`src/rtl/fdec_pkg.sv`:
```
package fdec_pkg;

    // Alignment state of the symbol decoder
    typedef enum logic [1:0] {
        ST_WAIT = 2'd0,   // not aligned to a symbol boundary
        ST_SYNC = 2'd1,   // last edge was a symbol boundary
        ST_HALF = 2'd2    // first short gap of a 1 symbol seen
    } dec_state_t;

    // Classification of one completed edge-to-edge gap
    typedef enum logic [1:0] {
        IV_LONG  = 2'd0,
        IV_SHORT = 2'd1,
        IV_GUARD = 2'd2,
        IV_SAT   = 2'd3
    } iv_class_t;

endpackage

```
`src/rtl/fdec_glitch_filter.sv`:
```
module fdec_glitch_filter #(
    parameter int DEPTH = 2
) (
    input  logic clk,
    input  logic rst_n,
    input  logic din,
    output logic filt_o
);

    logic [DEPTH-1:0] shift_q;
    logic             all_high;
    logic             all_low;

    // Sampling chain: stage 0 takes the raw input
    generate
        if (DEPTH == 1) begin : g_single
            always_ff @(posedge clk or negedge rst_n) begin
                if (!rst_n) shift_q <= '0;
                else        shift_q <= din;
            end
        end else begin : g_chain
            always_ff @(posedge clk or negedge rst_n) begin
                if (!rst_n) shift_q <= '0;
                else        shift_q <= {shift_q[DEPTH-2:0], din};
            end
        end
    endgenerate

    assign all_high = &shift_q;
    assign all_low  = ~|shift_q;

    // Filtered level moves only when every stage agrees
    always_ff @(posedge clk or negedge rst_n) begin
        if (!rst_n)        filt_o <= 1'b0;
        else if (all_high) filt_o <= 1'b1;
        else if (all_low)  filt_o <= 1'b0;
    end

endmodule

```
`src/rtl/fdec_interval_meter.sv`:
```
module fdec_interval_meter #(
    parameter int CNT_W = 8
) (
    input  logic             clk,
    input  logic             rst_n,
    input  logic             filt_i,
    input  logic [CNT_W-1:0] sat_lim_i,
    output logic             rise_o,
    output logic [CNT_W-1:0] iv_len_o,
    output logic             iv_sat_o,
    output logic [CNT_W-1:0] cnt_o
);

    logic             prev_q;
    logic [CNT_W-1:0] cnt_q;

    always_ff @(posedge clk or negedge rst_n) begin
        if (!rst_n) prev_q <= 1'b0;
        else        prev_q <= filt_i;
    end

    assign rise_o = filt_i & ~prev_q;

    // Clocks since the last rising edge; starts saturated so the
    // first edge after reset carries no usable gap
    always_ff @(posedge clk or negedge rst_n) begin
        if (!rst_n)                 cnt_q <= '1;
        else if (rise_o)            cnt_q <= '0;
        else if (cnt_q < sat_lim_i) cnt_q <= cnt_q + 1'b1;
    end

    // Gap length as seen on the edge cycle (edge-to-edge distance)
    assign iv_len_o = cnt_q + 1'b1;
    assign iv_sat_o = (cnt_q >= sat_lim_i);
    assign cnt_o    = cnt_q;

endmodule

```
`src/rtl/fdec_classifier.sv`:
```
module fdec_classifier #(
    parameter int PER_W = 7,
    parameter int CNT_W = 8
) (
    input  logic [PER_W-1:0]     period_i,
    input  logic [CNT_W-1:0]     iv_len_i,
    input  logic                 iv_sat_i,
    input  logic [CNT_W-1:0]     cnt_i,
    output fdec_pkg::iv_class_t  cls_o,
    output logic                 half_late_o,
    output logic [CNT_W-1:0]     short_max_o,
    output logic [CNT_W-1:0]     sat_lim_o
);
    import fdec_pkg::*;

    localparam logic [CNT_W-1:0] K_TWO   = CNT_W'(2);
    localparam logic [CNT_W-1:0] K_THREE = CNT_W'(3);
    localparam logic [CNT_W-1:0] K_SIX   = CNT_W'(6);

    logic [CNT_W-1:0] per_x;
    logic [CNT_W-1:0] long_min;
    logic [CNT_W-1:0] short_max;
    logic [CNT_W-1:0] sat_lim;

    assign per_x     = {{(CNT_W-PER_W){1'b0}}, period_i};
    // about 5/6 of the symbol: shortest gap taken as a 0
    assign long_min  = per_x - (per_x / K_SIX);
    // about 2/3 of the symbol: longest gap taken as a half of a 1
    assign short_max = (per_x * K_TWO) / K_THREE;
    // counter ceiling, comfortably past one full symbol
    assign sat_lim   = per_x + (per_x >> 1) + K_THREE;

    always_comb begin
        if (iv_sat_i)                  cls_o = IV_SAT;
        else if (iv_len_i >= long_min) cls_o = IV_LONG;
        else if (iv_len_i <= short_max) cls_o = IV_SHORT;
        else                           cls_o = IV_GUARD;
    end

    // A gap now running this long can no longer end as a short one
    assign half_late_o = (cnt_i >= short_max);
    assign short_max_o = short_max;
    assign sat_lim_o   = sat_lim;

endmodule

```
`src/rtl/fiber_rx_decoder.sv`:
```
module fiber_rx_decoder #(
    parameter int PER_W = 7,
    parameter int FILT_DEPTH = 2
) (
    input  logic             clk,
    input  logic             rst_n,
    input  logic             optic_in,
    input  logic [PER_W-1:0] period_i,
    output logic             rx_o
);
    import fdec_pkg::*;

    // Counter wide enough for the largest saturation limit
    localparam int SAT_MAX = ((2 ** PER_W) - 1) * 3 / 2 + 5;
    localparam int CNT_W   = $clog2(SAT_MAX);

    logic             filt_w;
    logic             rise_w;
    logic [CNT_W-1:0] iv_len_w;
    logic             iv_sat_w;
    logic [CNT_W-1:0] cnt_w;
    logic [CNT_W-1:0] short_max_w;
    logic [CNT_W-1:0] sat_lim_w;
    logic             half_late_w;
    iv_class_t        cls_w;

    dec_state_t       state_q;
    dec_state_t       state_d;

    fdec_glitch_filter #(
        .DEPTH (FILT_DEPTH)
    ) u_filt (
        .clk    (clk),
        .rst_n  (rst_n),
        .din    (optic_in),
        .filt_o (filt_w)
    );

    fdec_interval_meter #(
        .CNT_W (CNT_W)
    ) u_meter (
        .clk       (clk),
        .rst_n     (rst_n),
        .filt_i    (filt_w),
        .sat_lim_i (sat_lim_w),
        .rise_o    (rise_w),
        .iv_len_o  (iv_len_w),
        .iv_sat_o  (iv_sat_w),
        .cnt_o     (cnt_w)
    );

    fdec_classifier #(
        .PER_W (PER_W),
        .CNT_W (CNT_W)
    ) u_class (
        .period_i    (period_i),
        .iv_len_i    (iv_len_w),
        .iv_sat_i    (iv_sat_w),
        .cnt_i       (cnt_w),
        .cls_o       (cls_w),
        .half_late_o (half_late_w),
        .short_max_o (short_max_w),
        .sat_lim_o   (sat_lim_w)
    );

    // State register
    always_ff @(posedge clk or negedge rst_n) begin
        if (!rst_n) state_q <= ST_WAIT;
        else        state_q <= state_d;
    end

    // Next-state logic
    always_comb begin
        state_d = state_q;
        unique case (state_q)
            ST_WAIT: begin
                if (rise_w) state_d = ST_SYNC;                  // align
            end
            ST_SYNC: begin
                if (rise_w && cls_w == IV_SHORT) state_d = ST_HALF; // first-half
            end
            ST_HALF: begin
                if (rise_w)           state_d = ST_SYNC;        // complete
                else if (half_late_w) state_d = ST_WAIT;        // timeout
            end
            default: state_d = ST_WAIT;
        endcase
    end

    // Output register: decoded level, idle high
    always_ff @(posedge clk or negedge rst_n) begin
        if (!rst_n) begin
            rx_o <= 1'b1;
        end else if (rise_w) begin
            if (state_q == ST_SYNC && cls_w == IV_LONG)
                rx_o <= 1'b0;
            else if (state_q == ST_HALF && cls_w == IV_SHORT)
                rx_o <= 1'b1;
        end
    end

endmodule

```
`config.mk`:
```
export PLATFORM = sky130hd
export DESIGN_NAME = fiber_rx_decoder
export DESIGN_NICKNAME = d
export VERILOG_FILES = /design/src/rtl/fdec_pkg.sv /design/src/rtl/fdec_glitch_filter.sv /design/src/rtl/fdec_interval_meter.sv /design/src/rtl/fdec_classifier.sv /design/src/rtl/fiber_rx_decoder.sv
export SDC_FILE = /design/constraint.sdc
export NUM_CORES = 1
export LEC_CHECK = 0
export BUFFER_PORTS_ARGS = -buffer_cell sky130_fd_sc_hd__buf_2
export CAP_MARGIN = 15
export CORE_MARGIN = 2
export CORE_UTILIZATION = 55
export CTS_BUF_LIST = sky130_fd_sc_hd__clkbuf_16
export CTS_CLUSTER_DIAMETER = 120
export DETAILED_ROUTE_END_ITERATION = 6
export PLACE_DENSITY = 0.8
export SKIP_LAST_GASP = 1
export SYNTH_ARGS = -nofsm -noshare
export SYNTH_HDL_FRONTEND = slang
export SYNTH_HIERARCHICAL = 1
export SYNTH_SLANG_ARGS = --single-unit
```
`constraint.sdc`:
```
create_clock -name clk -period 3.8 [get_ports clk]
set_clock_uncertainty 0.2 [all_clocks]
set_input_delay 0.38 -clock clk [delete_from_list [all_inputs] [get_ports clk]]
set_output_delay 0.38 -clock clk [all_outputs]
set_load 0.1 [all_outputs]
```
==> results by group <==
Floorplanning
  – Width of the chip: 90.7 µm
  – Std-Cell Rows: 31
  – Die height: 90.7 µm
  – Effective utilization at floorplan: 0.570
  – Die ar.: 8220 µm²
  – Area of the placeable core: 7250 µm²
  – Number of I/O pins: 11

Power and ir drop
  – Clock network fraction of design power: 0.092
  – Power share of the combinational group: 0.785
  – Power density of the placed cells: 384 nW/µm²
  – Peak supply drop: 0.416 mV
  – Part of the power in registers: 0.124
  – Total net switching power: 1.19 mW
  – Overall power: 2.35 mW
  – Power Internal: 1.16 mW
  – Fraction of power spent switching nets: 0.507
  – Static Leakage: 2.75 nW

Finish
  – Fillcell total: 347
  – Most frequent cells in the layout: sky130_fd_sc_hd__buf_4, sky130_fd_sc_hd__ha_1, sky130_fd_sc_hd__a21oi_1
  – Antenna diode instance count: 0
  – Ratio of cells with drive above 1 in the final layout: 0.461
  – Layout Nets: 770
  – Most common cell after layout, fill and taps aside: sky130_fd_sc_hd__buf_4
  – Area delta synth->final: 47.9%
  – Post-route cell area: 6110 µm²

Routing
  – Via/cell ratio: 7.46
  – First-iteration detailed-routing DRC count: 928
  – WL per Instance: 27.1 µm
  – Post-detailed-routing wire length: 21500 µm
  – Remaining number of nets flagged by the antenna check after routing: 0
  – Drc violations: 32
  – Length of the first detailed-routing pass in iterations: 7
  – Via count: 5899

Clock tree
  – CTS tree: done
  – Root Driver: sky130_fd_sc_hd__clkbuf_16
  – Buffers from clock root to sink, at most: 2
  – Clock-pin slew on the worst setup and hold paths: 0.06 ns
  – CTS H-Tree Depth: 1
  – TritonCTS sink count: 15
  – Insertion delay to the later sink of the worst-skew pair: 0.25 ns
  – CTS buffer count: 3

STA
  – Worst Slack Setup Final: -3.99 ns
  – Transition time at the pin with the least slew margin: 0.635 ns
  – Tightest slew margin relative to the limit: 0.572
  – Fin. max-slew vios: 0
  – Fraction of the cycle the final worst path needs: 2.05
  – Setup repair after global routing missed its margin: yes
  – Endpoints failing hold: 0
  – Minimum clock period: 7.79 ns
  – Setup Viol. Count Final: 11
  – Achievable clock frequency: 128 MHz

Setup path
  – Crit-path most repeated cell: sky130_fd_sc_hd__buf_4
  – Data arrival, critical path: 7.73 ns
  – Category of the most critical setup path: input port to flop
  – Max FO, Critical Path: 6
  – Cell type of the slowest stage on the worst timing path: sky130_fd_sc_hd__nor3_1
  – Data required time of the critical path: 3.73 ns
  – Crit start category: input port
  – Endpoint class of the critical path: flop
  – Max stage delay on crit path: 0.40 ns

Placement
  – DP Wirelength: 10600 µm
  – Final Wtd Congestion: 0.947
  – Total placed instance area: 5510 µm²
  – Port buffer count: 10

Synthesis
  – Synth Area per Inst: 7.85 µm²
  – Count of mapped cells out of synthesis: 526
  – Cell area after synthesis: 4130 µm²
  – Yosys Warn Count: 6
  – Number of nets in the synthesized netlist: 603

Job
  – Total of max-cap violations: 0

GRT
  – Maximum number of pins on one net before global-route repair: 20
  – Remaining Overflow, GRT: 0
  – Tot GR Track Use: 0.391
  – Global-route wire length before repair: 26500 µm
  – Initial antenna violation count: 1
  – Vias in the first global route: 5545

Hold path
  – Type of the tightest min-delay check: input port to flop

Run status
  – Violations in the final reports: design-rule violations, negative setup slack
  – Run status: finished with violations
==> worst max-delay path: cells and delay by family <==
kind            cells  cell delay, ns
simple gates       10            1.64
xor+xnor            2            0.55
buf+inv             7            1.12
compound gates     14            3.27
fa+ha+maj           3            0.77
==> state kept, by name (all words and copies together), names as in the netlist <==
| register | count |
|---|---|
| rx_o | 1 |
| state_q | 2 |
| u_filt/filt_o | 1 |
| u_filt/shift_q | 2 |
| u_meter/cnt_o | 8 |
| u_meter/prev_q | 1 |
==> routing by layer <==
layer / vias to the layer above / global-route usage / wire [µm]
met5: - / 0 / 47
met4: 2 / 0.272 / 2800
met3: 329 / 0.0518 / 3120
met2: 657 / 0.686 / 8850
met1: 2619 / 0.436 / 6640
li1: 2292 / - / -
==> power groups by stage <==
stage | Combinational [mW] | Sequential (mW) | Clock (mW)
after floorplan | 0.905 | 0.266 | 0
after global placement | 1.31 | 0.268 | 0
after detailed placement | 1.39 | 0.272 | 0
after CTS | 1.46 | 0.271 | 0.208
after global routing | 1.92 | 0.295 | 0.219
final | 1.84 | 0.290 | 0.215
==> area by class of cell <==
cell class                      count  area [µm²]  share of cell area
Clock buffer                        3        75.1              0.0123
Clock inverter                      1        5.00            0.000819
Inverter                           38         158              0.0258
Multi-Input combinational cell    455        4010               0.656
Sequential cell                    15         387              0.0633
Tap cell                           99         124              0.0203
Timing Repair Buffer              180        1360               0.222
==> stage by stage <==
step	util	hold slack (ns)	setup TNS, ns	cells	setup slack [ns]
after floorplan	-	-0.116	-7.33	526	-2.49
after global placement	0.759	0.0848	-8.84	763	-2.72
after detailed placement	0.759	0.0915	-11.29	763	-3.15
after CTS	0.805	0.0335	-7.51	781	-2.53
after global routing	0.843	0.0408	-16.06	791	-3.99
final	0.843	0.0410	-15.55	791	-3.99
==> path summary, 6_finish.rpt <==
path,startpoint,to,slack (ns),cells after the start
worst max-delay path,period_i[3],state_q[1]$_DFFE_PN0P_,-3.99,36
worst min register to register,u_filt/shift_q[0]$_DFF_PN0_,u_filt/shift_q[1]$_DFF_PN0_,0.22,0
worst max register to register,u_meter/cnt_o[1]$_DFFE_PN1P_,state_q[1]$_DFFE_PN0P_,-0.20,16
worst min-delay path,optic_in,u_filt/shift_q[0]$_DFF_PN0_,0.04,1
min in group asynchronous,rst_n,u_meter/prev_q$_DFF_PN0_,0.36,2
max in group asynchronous,rst_n,rx_o$_DFFE_PN1P_,2.74,2
==> what timing repair did <==
item                                   in CTS  in global routing
pin swaps                                  20                 17
endpoints found under the hold margin       6                  0
setup endpoints to repair                   8                 11
hold buffers                                1                  0
setup buffers                              13                  9
gates cloned                                0                  1
resized for setup                          34                 41
No activity file was read; power rests on OpenSTA's default activity.
